File: config.mk
export PLATFORM = sky130hd
export DESIGN_NAME = iq_bus_formatter
export DESIGN_NICKNAME = d
export VERILOG_FILES = /design/src/rtl/iqf_pkg.sv /design/src/rtl/iqf_lane_prep.sv /design/src/rtl/iqf_word_assembler.sv /design/src/rtl/iqf_format_conv.sv /design/src/rtl/iq_bus_formatter.sv
export SDC_FILE = /design/constraint.sdc
export NUM_CORES = 1
export LEC_CHECK = 0
export CAP_MARGIN = 20
export CORE_MARGIN = 4
export CORE_UTILIZATION = 60
export DETAILED_ROUTE_END_ITERATION = 10
export DONT_BUFFER_PORTS = 1
export PLACE_DENSITY = 0.76
export SYNTH_ARGS = -nofsm -noshare
export SYNTH_HDL_FRONTEND = slang
export SYNTH_HIERARCHICAL = 1
export SYNTH_SLANG_ARGS = --single-unit
File: constraint.sdc
create_clock -name clk -period 2.9 [get_ports clk]
set_input_delay 0.29 -clock clk [delete_from_list [all_inputs] [get_ports clk]]
set_output_delay 0.29 -clock clk [all_outputs]
set_load 0.05 [all_outputs]
File: src/rtl/iqf_pkg.sv
package iqf_pkg;

  typedef enum logic [1:0] {
    BUS_BYTE = 2'd0,
    BUS_NIB  = 2'd1,
    BUS_BAD  = 2'd2
  } bus_mode_e;

  function automatic bus_mode_e decode_width(input logic [1:0] code);
    bus_mode_e m;
    case (code)
      2'b00, 2'b01: m = BUS_BYTE;
      2'b10:        m = BUS_NIB;
      default:      m = BUS_BAD;
    endcase
    return m;
  endfunction

endpackage

File: src/rtl/iqf_lane_prep.sv
module iqf_lane_prep
  import iqf_pkg::*;
#(
  parameter int BUS_W = 8
) (
  input  bus_mode_e          mode,
  input  logic               swap,
  input  logic [BUS_W-1:0]   bus_in,
  output logic [BUS_W-1:0]   lane
);

  localparam int NIB_W = BUS_W / 2;

  logic [BUS_W-1:0] rev_full;
  logic [NIB_W-1:0] rev_nib;
  logic [NIB_W-1:0] nib_raw;

  assign nib_raw = bus_in[NIB_W-1:0];

  for (genvar k = 0; k < BUS_W; k++) begin : g_rev_full
    assign rev_full[k] = bus_in[BUS_W-1-k];
  end

  for (genvar k = 0; k < NIB_W; k++) begin : g_rev_nib
    assign rev_nib[k] = nib_raw[NIB_W-1-k];
  end

  always_comb begin
    lane = '0;
    case (mode)
      BUS_BYTE: lane = swap ? rev_full : bus_in;
      BUS_NIB:  lane[NIB_W-1:0] = swap ? rev_nib : nib_raw;
      default:  lane = '0;
    endcase
  end

endmodule

File: src/rtl/iqf_word_assembler.sv
module iqf_word_assembler
  import iqf_pkg::*;
#(
  parameter int SAMPLE_W = 16,
  parameter int BUS_W    = 8
) (
  input  logic                clk,
  input  logic                rst_n,
  input  bus_mode_e           mode,
  input  logic                beat_ok,
  input  logic                restart,
  input  logic [BUS_W-1:0]    lane,
  output logic                pair_done,
  output logic [SAMPLE_W-1:0] first_word,
  output logic [SAMPLE_W-1:0] second_word
);

  localparam int NIB_W      = BUS_W / 2;
  localparam int BYTE_BEATS = SAMPLE_W / BUS_W;
  localparam int NIB_BEATS  = SAMPLE_W / NIB_W;
  localparam int CNT_W      = $clog2(2 * NIB_BEATS);

  localparam logic [CNT_W-1:0] BYTE_MID  = CNT_W'(BYTE_BEATS - 1);
  localparam logic [CNT_W-1:0] BYTE_LAST = CNT_W'(2 * BYTE_BEATS - 1);
  localparam logic [CNT_W-1:0] NIB_MID   = CNT_W'(NIB_BEATS - 1);
  localparam logic [CNT_W-1:0] NIB_LAST  = CNT_W'(2 * NIB_BEATS - 1);

  logic [CNT_W-1:0]    cnt_q, cnt_n, cnt_base;
  logic [SAMPLE_W-1:0] acc_q, acc_n;
  logic [SAMPLE_W-1:0] first_q, first_n;
  logic                acc_en, first_en;
  logic                at_mid, at_last;

  // next-state
  always_comb begin
    cnt_base  = restart ? '0 : cnt_q;
    at_mid    = (mode == BUS_NIB) ? (cnt_base == NIB_MID)  : (cnt_base == BYTE_MID);
    at_last   = (mode == BUS_NIB) ? (cnt_base == NIB_LAST) : (cnt_base == BYTE_LAST);
    acc_n     = acc_q;
    acc_en    = 1'b0;
    first_en  = 1'b0;
    pair_done = 1'b0;
    cnt_n     = cnt_base;
    if (mode == BUS_BAD) begin
      cnt_n = '0;
    end else if (beat_ok) begin
      acc_en = 1'b1;
      if (mode == BUS_NIB) begin
        acc_n = {acc_q[SAMPLE_W-NIB_W-1:0], lane[NIB_W-1:0]};
      end else begin
        acc_n = {acc_q[SAMPLE_W-BUS_W-1:0], lane};
      end
      if (at_last) begin
        pair_done = 1'b1;
        cnt_n     = '0;
      end else begin
        cnt_n = cnt_base + 1'b1;
      end
      first_en = at_mid;
    end
    first_n = acc_n;
  end

  // registers
  always_ff @(posedge clk or negedge rst_n) begin
    if (!rst_n) begin
      cnt_q <= '0;
    end else begin
      cnt_q <= cnt_n;
    end
  end

  always_ff @(posedge clk or negedge rst_n) begin
    if (!rst_n) begin
      acc_q <= '0;
    end else if (acc_en) begin
      acc_q <= acc_n;
    end
  end

  always_ff @(posedge clk or negedge rst_n) begin
    if (!rst_n) begin
      first_q <= '0;
    end else if (first_en) begin
      first_q <= first_n;
    end
  end

  assign first_word  = first_q;
  assign second_word = acc_n;


  byte_range_chk: assert property (@(posedge clk) disable iff (!rst_n)
    (mode == BUS_BYTE && !restart) |-> (cnt_q <= BYTE_LAST));


  restart_zero_chk: assert property (@(posedge clk) disable iff (!rst_n)
    (restart && !beat_ok) |=> (cnt_q == '0));


  bad_mode_idle_chk: assert property (@(posedge clk) disable iff (!rst_n)
    (mode == BUS_BAD) |=> (cnt_q == '0));

endmodule

File: src/rtl/iqf_format_conv.sv
module iqf_format_conv #(
  parameter int SAMPLE_W = 16
) (
  input  logic                offset_bin,
  input  logic [SAMPLE_W-1:0] word_in,
  output logic [SAMPLE_W-1:0] word_out
);

  always_comb begin
    word_out               = word_in;
    word_out[SAMPLE_W-1]   = word_in[SAMPLE_W-1] ^ offset_bin;
  end

endmodule

File: src/rtl/iq_bus_formatter.sv
module iq_bus_formatter
  import iqf_pkg::*;
#(
  parameter int SAMPLE_W = 16,
  parameter int BUS_W    = 8
) (
  input  logic                clk,
  input  logic                rst_n,
  input  logic [1:0]          cfg_width,
  input  logic                cfg_q_first,
  input  logic                cfg_swap,
  input  logic                cfg_offset_bin,
  input  logic [BUS_W-1:0]    bus_data,
  input  logic                bus_valid,
  input  logic                frame_start,
  output logic                out_valid,
  output logic [SAMPLE_W-1:0] out_i,
  output logic [SAMPLE_W-1:0] out_q,
  output logic                mode_err
);

  bus_mode_e           mode, prev_mode_q;
  logic                mode_chg, restart, beat_ok;
  logic [BUS_W-1:0]    lane;
  logic                pair_done;
  logic [SAMPLE_W-1:0] first_word, second_word;
  logic [SAMPLE_W-1:0] first_tc, second_tc;
  logic [SAMPLE_W-1:0] i_q, q_q, i_n, q_n;
  logic                v_q;

  assign mode     = decode_width(cfg_width);
  assign mode_chg = (mode != prev_mode_q);
  assign restart  = frame_start | mode_chg;
  assign beat_ok  = bus_valid & (mode != BUS_BAD);
  assign mode_err = (mode == BUS_BAD);

  always_ff @(posedge clk or negedge rst_n) begin
    if (!rst_n) begin
      prev_mode_q <= BUS_BYTE;
    end else begin
      prev_mode_q <= mode;
    end
  end

  iqf_lane_prep #(.BUS_W(BUS_W)) u_lane (
    .mode   (mode),
    .swap   (cfg_swap),
    .bus_in (bus_data),
    .lane   (lane)
  );

  iqf_word_assembler #(.SAMPLE_W(SAMPLE_W), .BUS_W(BUS_W)) u_asm (
    .clk         (clk),
    .rst_n       (rst_n),
    .mode        (mode),
    .beat_ok     (beat_ok),
    .restart     (restart),
    .lane        (lane),
    .pair_done   (pair_done),
    .first_word  (first_word),
    .second_word (second_word)
  );

  iqf_format_conv #(.SAMPLE_W(SAMPLE_W)) u_conv_a (
    .offset_bin (cfg_offset_bin),
    .word_in    (first_word),
    .word_out   (first_tc)
  );

  iqf_format_conv #(.SAMPLE_W(SAMPLE_W)) u_conv_b (
    .offset_bin (cfg_offset_bin),
    .word_in    (second_word),
    .word_out   (second_tc)
  );

  // next-state
  always_comb begin
    i_n = cfg_q_first ? second_tc : first_tc;
    q_n = cfg_q_first ? first_tc  : second_tc;
  end

  // registers
  always_ff @(posedge clk or negedge rst_n) begin
    if (!rst_n) begin
      v_q <= 1'b0;
    end else begin
      v_q <= pair_done;
    end
  end

  always_ff @(posedge clk or negedge rst_n) begin
    if (!rst_n) begin
      i_q <= '0;
      q_q <= '0;
    end else if (pair_done) begin
      i_q <= i_n;
      q_q <= q_n;
    end
  end

  assign out_valid = v_q & ~mode_err;
  assign out_i     = i_q;
  assign out_q     = q_q;


  single_strobe_chk: assert property (@(posedge clk) disable iff (!rst_n)
    out_valid |=> !out_valid);


  strobe_source_chk: assert property (@(posedge clk) disable iff (!rst_n)
    pair_done |=> (out_valid || mode_err));


  bad_no_pair_chk: assert property (@(posedge clk) disable iff (!rst_n)
    mode_err |-> !pair_done);

endmodule

==> impl_metrics.yaml <==
cts:
  root_buffer: "clkbuf_8"
  ctsHtreeMaxLevel: 3
  clk_latency_ps: 350
  cts_buffer_depth: 2
  cts_hold_buf: 2
  cts_buffers: 9
  post_cts_buffers: 0
  cts_sinks: 70
  cts_tree: "built"
  clkTransAtPathRegs_ps: 80
  ctsResizeCount: 0
logic_synthesis:
  postSynthCellCount: 367
  netlist_area_um2: 3940
  synthArstFlopShare_pct: 100
  synth_cell_types: 35
  ys_ff_latch: 70
  synth-edff-count: 0
  ys.flop_type: "dfrtp_1"
  ys_seq_area_share_pct: 44.4
  yosysWarnings: 6
  synth_nets: 386
  syn_avg_cell_area_um2: 10.7
die:
  die_area_um2: 7930
  fp.coreArea_um2: 6350
  start_util_pct: 62.1
  boundaryPins: 51
  die_height_um: 89.1
  die_x_um: 89.1
  row_count: 29
setup_path:
  arrival_ps: 2730
  worstSetupPathType: "flip-flop to flip-flop"
  critPathTopFamily: "simple AND/OR/NAND/NOR gates"
  path_buf_inv: 1
  path_cells: "or3_1 -> a31o_1 -> nor2b_1 -> ha_1 -> mux2i_1 -> nor3_4 -> buf_4 -> mux2_2"
  cp_max_fo: 16
  start_kind: "flip-flop"
  cp.required_ps: 3140
  end_kind: "flip-flop"
  critPathMaxStageDelay_ps: 400
  cp_slowest_cell: "dfrtp_1"
sta:
  tightest_slew_ps: 720
  final.period_utilization_pct: 86.0
  maxSlewHeadroom_pct: 52.0
  tns_ps: 0
  worst_slack_ps: 407
  max_freq_mhz: 401
  rsz0062_at_grt: "no"
  fin_skew_ps: 8.83
  drv_slew: 0
  period_needed_ps: 2490
  setup_violations: 0
  hold_viol: 0
placed_design:
  place_congestion: 0.780
  dpl.hpwl_um: 4990
  io_buffer_count: 0
  place_ws_ps: 381
hold_path:
  hp-class: "primary input to flip-flop"
pwr:
  max-vdd-ir-drop_mv: 0.508
  leakage_nw: 1.84
  powerDensity_nw_per_um2: 649
global_routing:
  grt_use_met1_pct: 26.7
  grt_first_pass_wirelength_um: 12200
  busiest_layer: "met2"
  grt_pass1_vias: 2456
  use_met2_pct: 31.3
  grtUsageTotal_pct: 20.3
  grt_util_met3_pct: 5.62
  grt_start_max_net_pins: 71
  antenna_found_initial: 0
  grt_overflow_total: 0
route:
  drcViolationCount: 0
  post_drt_wl_per_cell_um: 17.8
  vias_per_cell: 6.12
  wl_um: 7370
  dr.pass1.iters: 4
  drtIter0Drc: 175
  drtAntennaViolNets: 0
  num_vias: 2533
layout:
  finalNetCount: 352
  nFillCells: 494
  insertedDiodeCount: 0
  seq_area_um2: 1750
  drive_gt1_share_pct: 15.1
  area_delta_synth_final_pct: 1.05
  multi_input_area_um2: 1750
run:
  drv_cap: 0
run_status:
  status: "finished, final reports clean"
-- per-layer routing --
layer  vias up  wire [um]
li1       1232          -
met1      1233       3210
met2        52       3550
met3        16        449
met4         0        163
met5         -          0
-- power by group --
part           switching [mW]  leakage, nW  total (mW)  internal [mW]
logic                   0.254        0.802       0.484          0.231
clock network           0.371        0.105       0.875          0.504
registers               0.118        0.930        1.22           1.11
total                   0.742         1.84        2.58           1.84
-- cells in the mapped netlist (6+ instances only) --
cell / instances / area [um2]
o221ai_1: 16 / 140
dfrtp_1: 70 / 1750
mux2i_1: 51 / 510
nor2b_1: 6 / 37.5
inv_1: 9 / 33.8
mux2_1: 9 / 101
buf_4: 31 / 233
o22ai_1: 8 / 50.1
a21oi_1: 40 / 200
a32oi_1: 9 / 78.8
buf_2: 7 / 35.0
nor2_1: 38 / 143
clkbuf_1: 9 / 33.8
mux2_2: 19 / 214
-- state kept, by name (all words and copies together), names as in the netlist --
name,flops
out_i,16
out_q,16
u_asm/acc_q,16
u_asm/first_word,16
u_asm/cnt_q,3
prev_mode_q,2
v_q,1
-- logic make-up (layout without fill, tap and decap cells) --
group / count (synthesis) / in the layout / synth area share (%)
xor+xnor: 5 / 5 / 1.11
simple gates: 64 / 64 / 8.12
flops: 70 / 70 / 44.4
compound gates: 80 / 80 / 13.2
buf+inv: 67 / 37 / 11.6
fa+ha+maj: 2 / 2 / 0.635
mux: 79 / 79 / 20.9
-- final timing paths --
path | startpoint | endpoint | slack (ps) | depth (start not counted)
min in group asynchronous | rst_n | v_q | 500 | 2
max in group asynchronous | rst_n | out_q[3] | 2110 | 2
hold reg to reg | u_asm/first_word[4] | u_asm/first_word[4] | 520 | 1
setup reg to reg | prev_mode_q[0] | u_asm/first_word[1] | 410 | 8
hold / removal | cfg_q_first | out_i[13] | 170 | 2
setup / recovery | prev_mode_q[0] | u_asm/first_word[1] | 410 | 8
-- stage by stage --
step | util, % | hold slack (ps) | instance area [um2] | total power [mW] | std cells
final | 62.7 | 169 | 3980 | 2.58 | 414
after global routing | 62.7 | 163 | 3980 | 2.73 | 414
after CTS | 62.7 | 158 | 3980 | 2.60 | 414
after detailed placement | 58.7 | -2.20 | 3720 | 1.70 | 397
after global placement | 58.7 | -2.51 | 3720 | 1.67 | 397
after floorplan | - | -5.59 | 3940 | 1.76 | 367
-- cells in the final DEF, fill, tap and decap left out, types with 2 or more instances in the layout --
master	instances
dfrtp_1	70
nand2_1	2
nor2b_2	2
nor3_1	4
a211oi_1	4
mux2i_1	51
mux2_2	19
mux2_1	9
nor2_1	37
o22ai_1	8
clkinvlp_4	2
buf_4	10
clkbuf_8	10
ha_1	2
o221ai_1	16
nand2b_1	3
xor2_1	3
bufinv_16	2
nor2b_1	4
and2_1	4
inv_1	9
a32oi_1	9
a21oi_1	40
xnor2_1	2
-- cell type report --
cell class	instances	area share, %
clock buffer	10	3.45
clock inverter	5	2.10
inverter	9	0.848
multi-input combinational	230	43.9
sequential	70	44.0
tap	77	2.42
timing repair buffer	13	3.33
Power figures use the tool's default switching activity.
